$ cat config.mk
export PLATFORM = sky130hd
export DESIGN_NAME = spare_blk_buf
export DESIGN_NICKNAME = d
export VERILOG_FILES = /design/src/rtl/sb_pkg.sv /design/src/rtl/sb_tag_match.sv /design/src/rtl/sb_lru.sv /design/src/rtl/sb_ctrl.sv /design/src/rtl/spare_blk_buf.sv
export SDC_FILE = /design/constraint.sdc
export NUM_CORES = 2
export LEC_CHECK = 0
export BUFFER_PORTS_ARGS = -buffer_cell sky130_fd_sc_hd__buf_2
export CORE_MARGIN = 10
export CORE_UTILIZATION = 42
export CTS_CLUSTER_DIAMETER = 40
export CTS_CLUSTER_SIZE = 20
export DETAILED_ROUTE_END_ITERATION = 12
export SYNTH_ARGS = -nofsm -noshare
export SYNTH_HDL_FRONTEND = slang
export SYNTH_SLANG_ARGS = --single-unit
export TNS_END_PERCENT = 5
$ cat constraint.sdc
create_clock -name clk_i -period 4.3 [get_ports clk_i]
set_input_delay 0.645 -clock clk_i [delete_from_list [all_inputs] [get_ports clk_i]]
set_output_delay 0.645 -clock clk_i [all_outputs]
set_load 0.01 [all_outputs]
$ cat src/rtl/sb_pkg.sv
package sb_pkg;
  typedef enum logic [1:0] {
    ST_IDLE = 2'd0,
    ST_WB   = 2'd1,
    ST_FILL = 2'd2
  } sb_state_e;
endpackage

$ cat src/rtl/sb_tag_match.sv
module sb_tag_match #(
  parameter int N      = 4,
  parameter int ADDR_W = 28,
  localparam int IDX_W = (N > 1) ? $clog2(N) : 1
) (
  input  logic                       clk_i,
  input  logic                       rst_ni,
  input  logic [N-1:0][ADDR_W-1:0]   tags_i,
  input  logic [N-1:0]               valid_i,
  input  logic [ADDR_W-1:0]          addr_i,
  output logic                       hit_any_o,
  output logic [IDX_W-1:0]           hit_idx_o
);
  logic [N-1:0] match;

  for (genvar g = 0; g < N; g++) begin : g_cmp
    assign match[g] = valid_i[g] && (tags_i[g] == addr_i);
  end

  always_comb begin
    hit_idx_o = '0;
    for (int j = 0; j < N; j++)
      if (match[j]) hit_idx_o = IDX_W'(j);
  end

  assign hit_any_o = |match;

  // no duplicate tags among valid entries
  a_r9_single_match: assert property (@(posedge clk_i) disable iff (!rst_ni)
    $onehot0(match));
endmodule

$ cat src/rtl/sb_lru.sv
module sb_lru #(
  parameter int N      = 4,
  localparam int IDX_W = (N > 1) ? $clog2(N) : 1
) (
  input  logic             clk_i,
  input  logic             rst_ni,
  input  logic             touch_i,
  input  logic [IDX_W-1:0] touch_idx_i,
  input  logic [N-1:0]     valid_i,
  output logic [IDX_W-1:0] victim_o
);
  logic [N-1:0][IDX_W-1:0] age_q;
  logic [N-1:0]            oldest;
  logic                    found;

  // age 0 = most recent, N-1 = least recent; ages stay a permutation
  always_ff @(posedge clk_i or negedge rst_ni) begin
    if (!rst_ni) begin
      for (int j = 0; j < N; j++) age_q[j] <= IDX_W'(j);
    end else if (touch_i) begin
      for (int j = 0; j < N; j++) begin
        if (IDX_W'(j) == touch_idx_i)         age_q[j] <= '0;
        else if (age_q[j] < age_q[touch_idx_i]) age_q[j] <= age_q[j] + 1'b1;
      end
    end
  end

  for (genvar g = 0; g < N; g++) begin : g_old
    assign oldest[g] = (age_q[g] == IDX_W'(N-1));
  end

  always_comb begin
    victim_o = '0;
    found    = 1'b0;
    for (int j = 0; j < N; j++)
      if (!valid_i[j] && !found) begin
        victim_o = IDX_W'(j);
        found    = 1'b1;
      end
    if (!found)
      for (int j = 0; j < N; j++)
        if (oldest[j]) victim_o = IDX_W'(j);
  end

  // exactly one least-recent entry exists
  a_r6_one_oldest: assert property (@(posedge clk_i) disable iff (!rst_ni)
    $countones(oldest) == 1);
endmodule

$ cat src/rtl/sb_ctrl.sv
module sb_ctrl
  import sb_pkg::*;
(
  input  logic      clk_i,
  input  logic      rst_ni,
  input  logic      miss_i,
  input  logic      victim_dirty_i,
  input  logic      wb_ready_i,
  input  logic      fill_valid_i,
  output sb_state_e state_o,
  output logic      fill_done_o
);
  sb_state_e state_q, state_d;

  always_comb begin
    state_d = state_q;
    unique case (state_q)
      ST_IDLE: if (miss_i) state_d = victim_dirty_i ? ST_WB : ST_FILL;
      ST_WB:   if (wb_ready_i) state_d = ST_FILL;
      ST_FILL: if (fill_valid_i) state_d = ST_IDLE;
      default: state_d = ST_IDLE;
    endcase
  end

  always_ff @(posedge clk_i or negedge rst_ni) begin
    if (!rst_ni) state_q <= ST_IDLE;
    else         state_q <= state_d;
  end

  assign state_o     = state_q;
  assign fill_done_o = (state_q == ST_FILL) && fill_valid_i;

  // writeback never leads straight back to idle
  a_r7_wb_precedes_fill: assert property (@(posedge clk_i) disable iff (!rst_ni)
    (state_q == ST_WB) |=> (state_q != ST_IDLE));
endmodule

$ cat src/rtl/spare_blk_buf.sv
module spare_blk_buf
  import sb_pkg::*;
#(
  parameter int N      = 4,
  parameter int ADDR_W = 28,
  parameter int BLK_W  = 128,
  localparam int IDX_W = (N > 1) ? $clog2(N) : 1
) (
  input  logic              clk_i,
  input  logic              rst_ni,
  input  logic              req_valid_i,
  input  logic              req_faulty_i,
  input  logic              req_we_i,
  input  logic [ADDR_W-1:0] req_addr_i,
  input  logic [BLK_W-1:0]  req_wdata_i,
  output logic              ready_o,
  output logic              hit_o,
  output logic [BLK_W-1:0]  rdata_o,
  output logic              fill_req_o,
  output logic [ADDR_W-1:0] fill_addr_o,
  input  logic              fill_valid_i,
  input  logic [BLK_W-1:0]  fill_data_i,
  output logic              wb_valid_o,
  output logic [ADDR_W-1:0] wb_addr_o,
  output logic [BLK_W-1:0]  wb_data_o,
  input  logic              wb_ready_i
);
  logic [N-1:0][ADDR_W-1:0] tag_q;
  logic [N-1:0][BLK_W-1:0]  data_q;
  logic [N-1:0]             valid_q, dirty_q;
  logic [IDX_W-1:0]         vic_idx_q, victim, hit_idx, touch_idx;
  logic [ADDR_W-1:0]        miss_addr_q;
  logic                     hit_any, lookup, miss, fill_done, touch;
  sb_state_e                state;

  sb_tag_match #(.N(N), .ADDR_W(ADDR_W)) i_match (
    .clk_i, .rst_ni, .tags_i(tag_q), .valid_i(valid_q), .addr_i(req_addr_i),
    .hit_any_o(hit_any), .hit_idx_o(hit_idx));

  sb_lru #(.N(N)) i_lru (
    .clk_i, .rst_ni, .touch_i(touch), .touch_idx_i(touch_idx),
    .valid_i(valid_q), .victim_o(victim));

  sb_ctrl i_ctrl (
    .clk_i, .rst_ni, .miss_i(miss),
    .victim_dirty_i(valid_q[victim] && dirty_q[victim]),
    .wb_ready_i, .fill_valid_i, .state_o(state), .fill_done_o(fill_done));

  assign ready_o     = (state == ST_IDLE);
  assign lookup      = req_valid_i && req_faulty_i && ready_o;
  assign hit_o       = lookup && hit_any;
  assign miss        = lookup && !hit_any;
  assign rdata_o     = data_q[hit_idx];
  assign touch       = hit_o || fill_done;
  assign touch_idx   = fill_done ? vic_idx_q : hit_idx;
  assign wb_valid_o  = (state == ST_WB);
  assign wb_addr_o   = tag_q[vic_idx_q];
  assign wb_data_o   = data_q[vic_idx_q];
  assign fill_req_o  = (state == ST_FILL);
  assign fill_addr_o = miss_addr_q;

  always_ff @(posedge clk_i or negedge rst_ni) begin
    if (!rst_ni) begin
      vic_idx_q   <= '0;
      miss_addr_q <= '0;
    end else if (miss) begin
      vic_idx_q   <= victim;
      miss_addr_q <= req_addr_i;
    end
  end

  always_ff @(posedge clk_i or negedge rst_ni) begin
    if (!rst_ni) begin
      valid_q <= '0;
      dirty_q <= '0;
      tag_q   <= '0;
      data_q  <= '0;
    end else if (fill_done) begin
      valid_q[vic_idx_q] <= 1'b1;
      dirty_q[vic_idx_q] <= 1'b0;
      tag_q[vic_idx_q]   <= miss_addr_q;
      data_q[vic_idx_q]  <= fill_data_i;
    end else if (hit_o && req_we_i) begin
      dirty_q[hit_idx] <= 1'b1;
      data_q[hit_idx]  <= req_wdata_i;
    end
  end

  // healthy-home traffic never leaves idle
  a_r3_no_alloc_healthy: assert property (@(posedge clk_i) disable iff (!rst_ni)
    (ready_o && !(req_valid_i && req_faulty_i)) |=> ready_o);
  // write hit leaves the entry dirty with the written block
  a_r5_write_dirty: assert property (@(posedge clk_i) disable iff (!rst_ni)
    (hit_o && req_we_i) |=> (dirty_q[$past(hit_idx)] &&
                             data_q[$past(hit_idx)] == $past(req_wdata_i)));
  // writeback payload held until accepted
  a_r8_wb_hold: assert property (@(posedge clk_i) disable iff (!rst_ni)
    (wb_valid_o && !wb_ready_i) |=> (wb_valid_o && $stable(wb_addr_o) && $stable(wb_data_o)));
  // fill address held until data arrives
  a_r8_fill_hold: assert property (@(posedge clk_i) disable iff (!rst_ni)
    (fill_req_o && !fill_valid_i) |=> (fill_req_o && $stable(fill_addr_o)));
  // a completed fill returns to idle
  a_r4_fill_to_idle: assert property (@(posedge clk_i) disable iff (!rst_ni)
    (fill_req_o && fill_valid_i) |=> ready_o);
endmodule

==> results.ini <==
[outcome]
status = finished, final reports clean

[final_layout]
nFillCells = 7884
post_route_cells_drive_above_1_share = 0.277
area_delta_synth_final_pct = 24.9
post-route-util = 0.531
nets = 4568

[logic_synthesis]
post-synth-top-count-cell = nand2_1
ys_top_cells_by_area = dfrtp_1 45%, nand2_1 11%, mux4_2 9.5%
yosysTopAreaCell = dfrtp_1
async_reset_ff_frac = 1.00
yosysSeqAreaShare = 0.453
syn-num-nets = 4069
yosys-top-cells-count = 1119 x nand2_1, 668 x dfrtp_1, 433 x a22oi_1
ys.flop_type = dfrtp_1
synth_area_per_cell_um2 = 9.84
synthCells = 3774
synth-seq-cells = 672
ys_warn_count = 0
syn_area_um2 = 37100
synth_top_area_share = 0.450
synth_edf_count = 0
yosysUniqueCellTypes = 73

[sta]
hold_violations = 0
drv_slew = 0
maxSlewHeadroom = 0.224
post-route-period-util = 0.989
finalClockSkew_ns = 0.0297
setup_violations = 0
finalCriticalPeriod_ns = 4.25
setup_tns_ns = 0
fmax_ghz = 0.235
worstMarginPinSlew_ns = 1.16

[clock_tree]
h-tree-depth = 4
cts_buffer_depth = 3
clk_latency_ns = 0.73
clock_sinks = 672
root_buffer = clkbuf_16
cts_made_buffers = 133
path_clk_slew_ns = 0.06
tritoncts = yes

[global_route]
overflow = 0
grt_pass1_wl_um = 227000
grt_pass1_vias = 34502
grt_start_max_net_pins = 157
antenna_found_initial = 56
grt.total_usage = 0.295

[worst_hold_path]
hp-class = in2reg

[floorplanning]
die-area_um2 = 101000
core_um2 = 87300
die_h_um = 317
initial_core_util = 0.425
pin_count = 607
die_w_um = 317
placementRows = 108

[pwr]
p_int_mw = 22.4
seq_power_share = 0.337
power.total_mw = 35.9
switching_share = 0.376
pwr-share-clk = 0.304
powerDensity_nw_per_um2 = 775
p_comb_frac = 0.359
vdd_drop_max_mv = 0.466
p_leak_nw = 23.4
p_sw_mw = 13.5

[setup_path]
slowest_stage = nor4_1
cp_max_fo = 26
required_ns = 3.65
crit_chain = xor2_1 -> nor4_1 -> nand4_1 -> or2_4 -> a21boi_4 -> buf_12 -> a22oi_1 -> nor2_1 -> a221o_1 -> buf_2
r2r_setup_slack_ns = 0.66
startpoint_type = register
arrival_ns = 3.61
endpoint_kind = primary output
critical_path.max_stage_delay_ns = 0.43
critPathBufInv = 2
critPathKind = reg2out
crit_family = simple AND/OR/NAND/NOR gates

[run]
cap_violations = 0

[detailed_routing]
drt_iter0_markers = 3784
routed_wl_um = 155000
wire_per_inst_um = 27.9
vias = 34588
ant_nets = 0
first_pass_iters = 7
viasPerCell = 6.21
route.detailed.drc = 0

[place]
port_buffers = 606
dp_hpwl_um = 95200
routabilityCongestion = 0.921

per-layer routing:
layer | GRT usage | vias to the layer above | wire length [um]
li1 | - | 14749 | -
met1 | 0.379 | 17421 | 61200
met2 | 0.465 | 1986 | 73100
met3 | 0.0774 | 386 | 15200
met4 | 0.131 | 46 | 5580
met5 | 0 | - | 295
area by class of cell:
class	instances	area (um^2)	share of cell area
sequential	672	16800	0.363
clock inverter	75	947	0.0204
multi-input combinational	2740	18800	0.405
timing repair buffer	711	4470	0.0964
tap	1155	1450	0.0312
antenna	35	87.6	0.00189
clock buffer	169	3760	0.0811
inverter	15	56.3	0.00121
worst min-delay path: stages:
cell and delay (ns):
buf_2 0.11, a22oi_1 0.07, nand2_1 0.05
flip-flops by register name, summed over array words and instances, names as in the netlist:
name            cells
data_q            512
dirty_q             4
fill_addr_o        28
i_ctrl.state_o      2
i_lru.age_q         8
tag_q             112
valid_q             4
vic_idx_q           2
power by group through the flow:
stage	Combinational [mW]	Clock (mW)	Sequential [mW]
floorplan	8.13	0	11.0
global route	13.9	11.3	12.5
global placement	12.7	0	12.0
detailed placement	12.8	0	12.1
finish	12.9	10.9	12.1
CTS	12.9	11.0	12.0
stage by stage:
| stage | cell area, um^2 | worst slack, ns | hold WS (ns) | instances |
|---|---|---|---|---|
| after floorplan | 37100 | 0.820 | 0.349 | 3774 |
| after global placement | 41400 | 0.233 | 0.460 | 5284 |
| after detailed placement | 41400 | 0.241 | 0.466 | 5284 |
| after CTS | 46200 | 0.00552 | 0.132 | 5529 |
| after global routing | 46300 | -0.00450 | 0.169 | 5562 |
| final | 46400 | 0.0477 | 0.168 | 5572 |
placed cells by master (no fill, tap or decap), drive strengths merged, types with 30 or more instances in the layout:
master / n
clkinv: 30
a221o: 48
mux2: 58
xor2: 67
buf: 709
a21o: 131
nand2: 1119
nor2: 146
mux4: 156
xnor2: 47
a22oi: 433
and3: 85
dfrtp: 668
clkbuf: 170
inv: 34
diode: 35
o21ai: 89
a211oi: 84
nor4: 30
a22o: 129
logic make-up (layout without fill, tap and decap cells):
kind of cell,Yosys count,after routing,synth area share
AND/OR/NAND/NOR,1448,1448,0.161
XOR/XNOR,114,114,0.0279
other,0,35,0
flip-flops,672,672,0.453
adder cells (fa/ha/maj),4,4,0.00135
AO/OA/AOI/OAI,959,959,0.198
buffers and inverters,362,970,0.0460
multiplexers,215,215,0.112
path summary, 6_finish.rpt:
| check | start | end | cells past startpoint |
|---|---|---|---|
| setup / recovery | tag_q[61]$_DFFE_PN0P_ | rdata_o[84] | 10 |
| hold / removal | req_wdata_i[122] | data_q[506]$_DFFE_PN0P_ | 3 |
| setup reg to reg | tag_q[108]$_DFFE_PN0P_ | data_q[190]$_DFFE_PN0P_ | 11 |
| hold reg to reg | dirty_q[3]$_DFFE_PN0P_ | dirty_q[3]$_DFFE_PN0P_ | 1 |
| max in group asynchronous | rst_ni | data_q[242]$_DFFE_PN0P_ | 4 |
| min in group asynchronous | rst_ni | data_q[413]$_DFFE_PN0P_ | 2 |
repair_timing:
item	in CTS	in global routing
hold buffers	1	0
pin swaps	0	6
setup buffers	0	7
cloned	0	1
hold endpoints to repair	69	0
gates resized for setup	3	16
setup endpoints to repair	26	65
Note: power is estimated with default switching activity, not from simulation.
